## src/rtl/muxbus_pkg.sv

```systemverilog
// Package: shared phase type and the strap decoding for the bus slave.
// Assumes the line-size strap code selects a four-beat burst.
package muxbus_pkg;

    typedef enum logic [1:0] {
        PH_IDLE = 2'd0,
        PH_WAIT = 2'd1,
        PH_DATA = 2'd2
    } phase_t;

    localparam logic [1:0] SIZE_LINE  = 2'b11;
    localparam int         LINE_BEATS = 4;

    // Number of data beats, minus one, for the given strap setting.
    function automatic logic [1:0] beats_m1(input logic burst, input logic [1:0] size);
        return (burst && size == SIZE_LINE) ? 2'(LINE_BEATS - 1) : 2'd0;
    endfunction

endpackage

```

## src/rtl/muxbus_seq.sv

```systemverilog
// Sequencer: walks idle -> wait -> data for each transaction.
// Assumes WAIT_CYCLES >= 1 and matches the master's wait-state setting.
// Chip select going high ends any transaction at once.
module muxbus_seq
    import muxbus_pkg::*;
#(
    parameter int WAIT_CYCLES = 2
) (
    input  logic       clk,
    input  logic       rst_n,
    input  logic       cs_n,
    input  logic       ts_n,
    input  logic       rw_n,
    input  logic       cfg_burst,
    input  logic [1:0] cfg_size,
    output phase_t     phase,
    output logic       addr_load,
    output logic       beat,
    output logic       is_read
);
    localparam int CW = (WAIT_CYCLES < 2) ? 1 : $clog2(WAIT_CYCLES);

    logic [CW-1:0] wait_cnt;
    logic [1:0]    beats_left;

    // A new transaction opens only from idle with select and start both low.
    assign addr_load = (phase == PH_IDLE) && !cs_n && !ts_n;
    // A beat happens in data phase while still selected.
    assign beat      = (phase == PH_DATA) && !cs_n;

    // Phase, wait counter and beat counter.
    always_ff @(posedge clk) begin
        if (!rst_n) begin
            phase      <= PH_IDLE;
            wait_cnt   <= '0;
            beats_left <= '0;
            is_read    <= 1'b0;
        end else if (addr_load) begin
            phase      <= PH_WAIT;
            wait_cnt   <= CW'(WAIT_CYCLES - 1);
            beats_left <= beats_m1(cfg_burst, cfg_size);
            is_read    <= rw_n;
        end else if (phase != PH_IDLE && cs_n) begin
            phase <= PH_IDLE;
        end else if (phase == PH_WAIT) begin
            if (wait_cnt == '0) phase <= PH_DATA;
            else                wait_cnt <= wait_cnt - 1'b1;
        end else if (phase == PH_DATA) begin
            if (beats_left == '0) phase <= PH_IDLE;
            else                  beats_left <= beats_left - 1'b1;
        end
    end

    AST_START_TO_WAIT: assert property (@(posedge clk) disable iff (!rst_n)
        addr_load |=> (phase == PH_WAIT));

    AST_ABORT_IDLE: assert property (@(posedge clk) disable iff (!rst_n)
        (cs_n && phase != PH_IDLE) |=> (phase == PH_IDLE));

endmodule

```

## src/rtl/muxbus_addr.sv

```systemverilog
// Address generator: latches the base from the shared lines, then steps
// by the port width on each beat. Wraps within the address width.
module muxbus_addr #(
    parameter int AW   = 20,
    parameter int STEP = 2
) (
    input  logic          clk,
    input  logic          rst_n,
    input  logic          load,
    input  logic [AW-1:0] load_val,
    input  logic          step_en,
    output logic [AW-1:0] addr
);
    // Hold, load or advance the current beat address.
    always_ff @(posedge clk) begin
        if (!rst_n)       addr <= '0;
        else if (load)    addr <= load_val;
        else if (step_en) addr <= addr + AW'(STEP);
    end

    AST_ADDR_STEP: assert property (@(posedge clk) disable iff (!rst_n)
        (step_en && !load) |=> (addr == $past(addr) + AW'(STEP)));

    AST_ADDR_HOLD: assert property (@(posedge clk) disable iff (!rst_n)
        (!step_en && !load) |=> $stable(addr));

endmodule

```

## src/rtl/muxbus_rd_drive.sv

```systemverilog
// Read driver: registers read data per beat and controls the pad enable.
// The enable follows select and output enable one cycle late, and only
// for a transaction that opened as a read.
module muxbus_rd_drive #(
    parameter int DW = 16
) (
    input  logic          clk,
    input  logic          rst_n,
    input  logic          open_txn,
    input  logic          rw_n,
    input  logic          cs_n,
    input  logic          oe_n,
    input  logic          capture,
    input  logic [DW-1:0] rdata_in,
    output logic          drive_en,
    output logic [DW-1:0] rdata_q
);
    logic rd_sel;

    // Remember whether the open transaction is a read, until deselected.
    always_ff @(posedge clk) begin
        if (!rst_n)        rd_sel <= 1'b0;
        else if (open_txn) rd_sel <= rw_n;
        else if (cs_n)     rd_sel <= 1'b0;
    end

    // Registered pad enable.
    always_ff @(posedge clk) begin
        if (!rst_n) drive_en <= 1'b0;
        else        drive_en <= rd_sel && !cs_n && !oe_n;
    end

    // Capture back-end read data on each read beat.
    always_ff @(posedge clk) begin
        if (!rst_n)       rdata_q <= '0;
        else if (capture) rdata_q <= rdata_in;
    end

    AST_OE_RELEASE: assert property (@(posedge clk) disable iff (!rst_n)
        (cs_n || oe_n) |=> !drive_en);

    AST_DATA_HELD: assert property (@(posedge clk) disable iff (!rst_n)
        !capture |=> $stable(rdata_q));

endmodule

```

## src/rtl/muxbus_slave.sv

```systemverilog
// Top: slave window on a shared address/data bus with one chip select.
// Gives no acknowledge. Every transaction follows the strap-selected
// shape after a fixed WAIT_CYCLES count. Writes are always full width.
// Assumes DW is 8 or 16 and smaller than AW.
module muxbus_slave
    import muxbus_pkg::*;
#(
    parameter int AW          = 20,
    parameter int DW          = 16,
    parameter int WAIT_CYCLES = 2
) (
    input  logic          clk,
    input  logic          rst_n,
    input  logic [AW-1:0] bus_in,
    output logic [AW-1:0] bus_out,
    output logic          bus_oe,
    input  logic          cs_n,
    input  logic          ts_n,
    input  logic          rw_n,
    input  logic          oe_n,
    input  logic          cfg_burst,
    input  logic [1:0]    cfg_size,
    output logic [AW-1:0] be_addr,
    output logic [DW-1:0] be_wdata,
    output logic          be_we,
    output logic          be_re,
    input  logic [DW-1:0] be_rdata
);
    localparam int PORT_BYTES = DW / 8;

    phase_t        phase;
    logic          addr_load;
    logic          beat;
    logic          is_read;
    logic [DW-1:0] rdata_q;

    muxbus_seq #(.WAIT_CYCLES(WAIT_CYCLES)) u_seq (
        .clk       (clk),
        .rst_n     (rst_n),
        .cs_n      (cs_n),
        .ts_n      (ts_n),
        .rw_n      (rw_n),
        .cfg_burst (cfg_burst),
        .cfg_size  (cfg_size),
        .phase     (phase),
        .addr_load (addr_load),
        .beat      (beat),
        .is_read   (is_read)
    );

    muxbus_addr #(.AW(AW), .STEP(PORT_BYTES)) u_addr (
        .clk      (clk),
        .rst_n    (rst_n),
        .load     (addr_load),
        .load_val (bus_in),
        .step_en  (beat),
        .addr     (be_addr)
    );

    muxbus_rd_drive #(.DW(DW)) u_rd (
        .clk      (clk),
        .rst_n    (rst_n),
        .open_txn (addr_load),
        .rw_n     (rw_n),
        .cs_n     (cs_n),
        .oe_n     (oe_n),
        .capture  (be_re),
        .rdata_in (be_rdata),
        .drive_en (bus_oe),
        .rdata_q  (rdata_q)
    );

    // Back-end strobes and full-width write data.
    assign be_we    = beat && !is_read;
    assign be_re    = beat && is_read;
    assign be_wdata = bus_in[DW-1:0];
    assign bus_out  = {{(AW - DW){1'b0}}, rdata_q};

    AST_ONE_STROBE: assert property (@(posedge clk) disable iff (!rst_n)
        !(be_we && be_re));

    AST_CS_SILENCE: assert property (@(posedge clk) disable iff (!rst_n)
        cs_n |-> !(be_we || be_re));

    AST_IDLE_QUIET: assert property (@(posedge clk) disable iff (!rst_n)
        (phase == PH_IDLE) |-> !(be_we || be_re));

endmodule

```

## config.mk

```make
export PLATFORM = sky130hd
export DESIGN_NAME = muxbus_slave
export DESIGN_NICKNAME = d
export VERILOG_FILES = /design/src/rtl/muxbus_pkg.sv /design/src/rtl/muxbus_seq.sv /design/src/rtl/muxbus_addr.sv /design/src/rtl/muxbus_rd_drive.sv /design/src/rtl/muxbus_slave.sv
export SDC_FILE = /design/constraint.sdc
export NUM_CORES = 1
export LEC_CHECK = 0
export BUFFER_PORTS_ARGS = -buffer_cell sky130_fd_sc_hd__clkbuf_2
export CAP_MARGIN = 20
export CORE_MARGIN = 5
export CORE_UTILIZATION = 51
export CTS_BUF_LIST = sky130_fd_sc_hd__clkbuf_8
export DETAILED_ROUTE_END_ITERATION = 7
export GPL_TIMING_DRIVEN = 0
export MAX_ROUTING_LAYER = met4
export PLACE_DENSITY = 0.87
export SLEW_MARGIN = 20
export SYNTH_ARGS = -nofsm -noshare
export SYNTH_HDL_FRONTEND = slang
export SYNTH_SLANG_ARGS = --single-unit
export TNS_END_PERCENT = 100
```

## constraint.sdc

```tcl
create_clock -name clk -period 3.55 [get_ports clk]
set_input_delay 0.355 -clock clk [delete_from_list [all_inputs] [get_ports clk]]
set_output_delay 0.355 -clock clk [all_outputs]
set_load 0.005 [all_outputs]
```

==> impl_metrics.tcl <==
set metrics [dict create \
    syn-instance-count 263 \
    final.period_utilization_pct 69.5 \
    yosys-top-cells-area "sky130_fd_sc_hd__dfxtp_1 41%, sky130_fd_sc_hd__nand2_1 7.8%, sky130_fd_sc_hd__buf_4 6.9%" \
    setup-violations-final 0 \
    avgViaCountPerCell 5.28 \
    ant_nets 0 \
    finalSetupTns_ps 0 \
    timing.critical_path.cells "inv_1 > ha_1 > nor2b_1 > buf_2 > nand2_1 > inv_2 > buf_2 > clkbuf_2" \
    initial_utilization_pct 53.4 \
    share_comb_of_total_power_pct 15.9 \
    drt-initial-drc-count 153 \
    layout.area.seq_um2 881 \
    cts_sinks 44 \
    via_count_of_the_first_global_routing_pass 2091 \
    synthToLayoutAreaGrowth_pct 31.3 \
    synth-seq-cells 44 \
    worstPathMaxFanout 10 \
    drt_pass1_iterations 5 \
    netSwitchingPower_uw 287 \
    die_width_um 75.2 \
    library_cell_appearing_most_often_on_the_critical_path "sky130_fd_sc_hd__buf_2" \
    power.density_cell_area_nw_per_um2 386 \
    place.port_buffers 99 \
    fmax_mhz 405 \
    timing.final.hold_violations 0 \
    drive_gt1_share_pct 36.5 \
    cts_tree "yes" \
    via_total_after_detailed_routing 2234 \
    critical-path-slowest-cell "sky130_fd_sc_hd__dfxtp_1" \
    area_occupied_by_multi_input_gates_um2 1060 \
    maximum_number_of_buffers_from_clock_root_to_sink 2 \
    synth_ff_type "sky130_fd_sc_hd__dfxtp_1" \
    routed_wl_um 6120 \
    worst_hold_slack_ps 204 \
    critPathArrivalTime_ps 2110 \
    grt_setup_unrepaired "no" \
    criticalPathCategory "reg -> out" \
    nNetsFinal 422 \
    global_route.usage.total_pct 22.2 \
    ys_seq_area_share_pct 40.7 \
    path_delay_family "buffers and inverters" \
    final_max_slew_viol_count 0 \
    path_buf_inv 5 \
    run_status "complete, no violations" \
    fillers 344 \
    cts_buffers 5 \
    yosys_warning_count 0 \
    post_cts_setup_inserts 0 \
    synth_edf_count 0 \
    synth_top_area_share_pct 40.7 \
    power.leakage_uw 0.00131 \
    grt.overflow.total 0 \
    worstSetupEndpointType "primary output" \
    worstSkewPairLatency_ps 300 \
    std_cell_rows 23 \
    slew_headroom_pct 62.9 \
    async_reset_ff_share_pct 0 \
    timing.critical_path.required_ps 3190 \
    max_stage_delay_ps 340 \
    antenna_cells 0 \
    largest_net_degree_at_the_start_of_global_routing 14 \
    worst_pin_slew_ps 557 \
    dp_hpwl_um 4590 \
    h-tree-depth 2 \
    dpl_worst_slack_ps 1470 \
    syn_area_um2 2170 \
    die_h_um 75.2 \
    hold_buffer_count_at_cts 0 \
    critical_path.startpoint_type "register" \
    sequentialPowerShare_pct 49.7 \
    max-cap-violations 0 \
    drc 0 \
    die_area_um2 5650 \
    finalWorstSetupSlack_ps 1080 \
    cts.clk_slew.worst_paths_ps 90 \
    grt_antenna_before_repair 0 \
    gp_congestion 0.802 \
    synth_top_cells_by_count "45 x sky130_fd_sc_hd__nand2_1, 44 x sky130_fd_sc_hd__dfxtp_1, 28 x sky130_fd_sc_hd__a21oi_1" \
    clock_skew_ps 10.9 \
    post_synth_num_cell_types 35 \
    post-route-min-period_ps 2470 \
    clk_root_buffer_cell "sky130_fd_sc_hd__clkbuf_8" \
    wl_per_cell_um 14.5 \
    hp-class "in -> reg" \
    power.share.clock_pct 34.4 \
    ctsResizeCount 0 \
    grt_pass1_wl_um 9320 \
    power.switching_fraction_pct 26.1 \
    synth_most_common_cell "sky130_fd_sc_hd__nand2_1" \
    ports 104 \
    p_int_uw 812 \
    core_um2 4060 \
    max-vdd-ir-drop_mv 0.221 \
    syn_avg_cell_area_um2 8.24 \
    synth_largest_area_cell "sky130_fd_sc_hd__dfxtp_1" \
]
metrics by stage:
| step | cell area, um^2 | total power (uW) | std cells | util [%] |
|---|---|---|---|---|
| 2_1_floorplan | 2180 | 646 | 266 | - |
| 3_3_place_gp | 2740 | 721 | 415 | 67.4 |
| 3_5_place_dp | 2740 | 729 | 415 | 67.4 |
| 4_1_cts | 2840 | 1100 | 423 | 70.1 |
| 5_1_grt | 2840 | 1140 | 423 | 70.1 |
| 6_report | 2840 | 1100 | 423 | 70.1 |
per-layer routing:
layer,vias to the layer above,global-route usage (%),share of wire [%]
met5,-,-,0
met4,0,10.7,2.3
met3,18,4.01,6.4
met2,83,39.2,54
met1,1031,23.9,37
li1,1102,-,-
state kept, by name (all words and copies together) (netlist names):
| signal | flops |
|---|---|
| u_addr.addr | 20 |
| u_rd.rdata_q | 16 |
| u_seq.beats_left | 2 |
| u_seq.phase | 2 |
| u_rd.drive_en | 1 |
| u_rd.rd_sel | 1 |
| u_seq.is_read | 1 |
| u_seq.wait_cnt | 1 |
cells by family after synthesis:
logic type	synth area share, %
other cells	0.173
simple gates	22.6
compound gates	17.3
xor+xnor	4.85
fa+ha+maj	2.89
flops	40.7
mux	0.462
buf+inv	11.0
cell usage in the layout (no fill, tap or decap), drive strengths merged:
cell,n
a211oi,8
a21oi,28
a31oi,6
and2,2
and3,2
and4,3
and4b,1
buf,25
bufinv,1
clkbuf,112
clkinv,1
conb,4
dfxtp,44
ha,5
inv,8
mux2i,1
nand2,45
nand3,8
nand3b,1
nand4,7
nor2,11
nor2b,5
nor3b,1
nor4b,1
o211ai,1
o21ai,20
o221a,1
o221ai,1
o311a,1
or2b,1
or3,6
xnor2,2
xor2,10
power by group through the flow:
stage          Clock (uW)  Combinational (uW)  Sequential [uW]
6_report              378                 174              546
2_1_floorplan           0                92.7              553
4_1_cts               383                 175              546
5_1_grt               400                 194              550
3_3_place_gp            0                 166              555
3_5_place_dp            0                 172              557
final timing paths:
kind | slack (ps) | startpoint | cells past startpoint | end
setup / recovery | 1080 | u_seq.phase[0]$_SDFFE_PN0P_ | 8 | be_re
hold / removal | 200 | oe_n | 2 | u_rd.drive_en$_SDFF_PN0_
setup reg to reg | 1610 | u_seq.phase[0]$_SDFFE_PN0P_ | 9 | u_rd.rdata_q[1]$_SDFFE_PN0P_
hold reg to reg | 460 | u_rd.rdata_q[3]$_SDFFE_PN0P_ | 2 | u_rd.rdata_q[3]$_SDFFE_PN0P_
layout make-up:
| class | count | share of cell area [%] |
|---|---|---|
| sequential | 44 | 31.0 |
| inverter | 7 | 0.924 |
| timing repair buffer | 99 | 17.4 |
| multi-input combinational | 182 | 37.2 |
| clock inverter | 3 | 1.36 |
| clock buffer | 5 | 2.42 |
| tap | 50 | 2.20 |
| buffer | 33 | 7.44 |
Note: power is estimated with default switching activity, not from simulation.
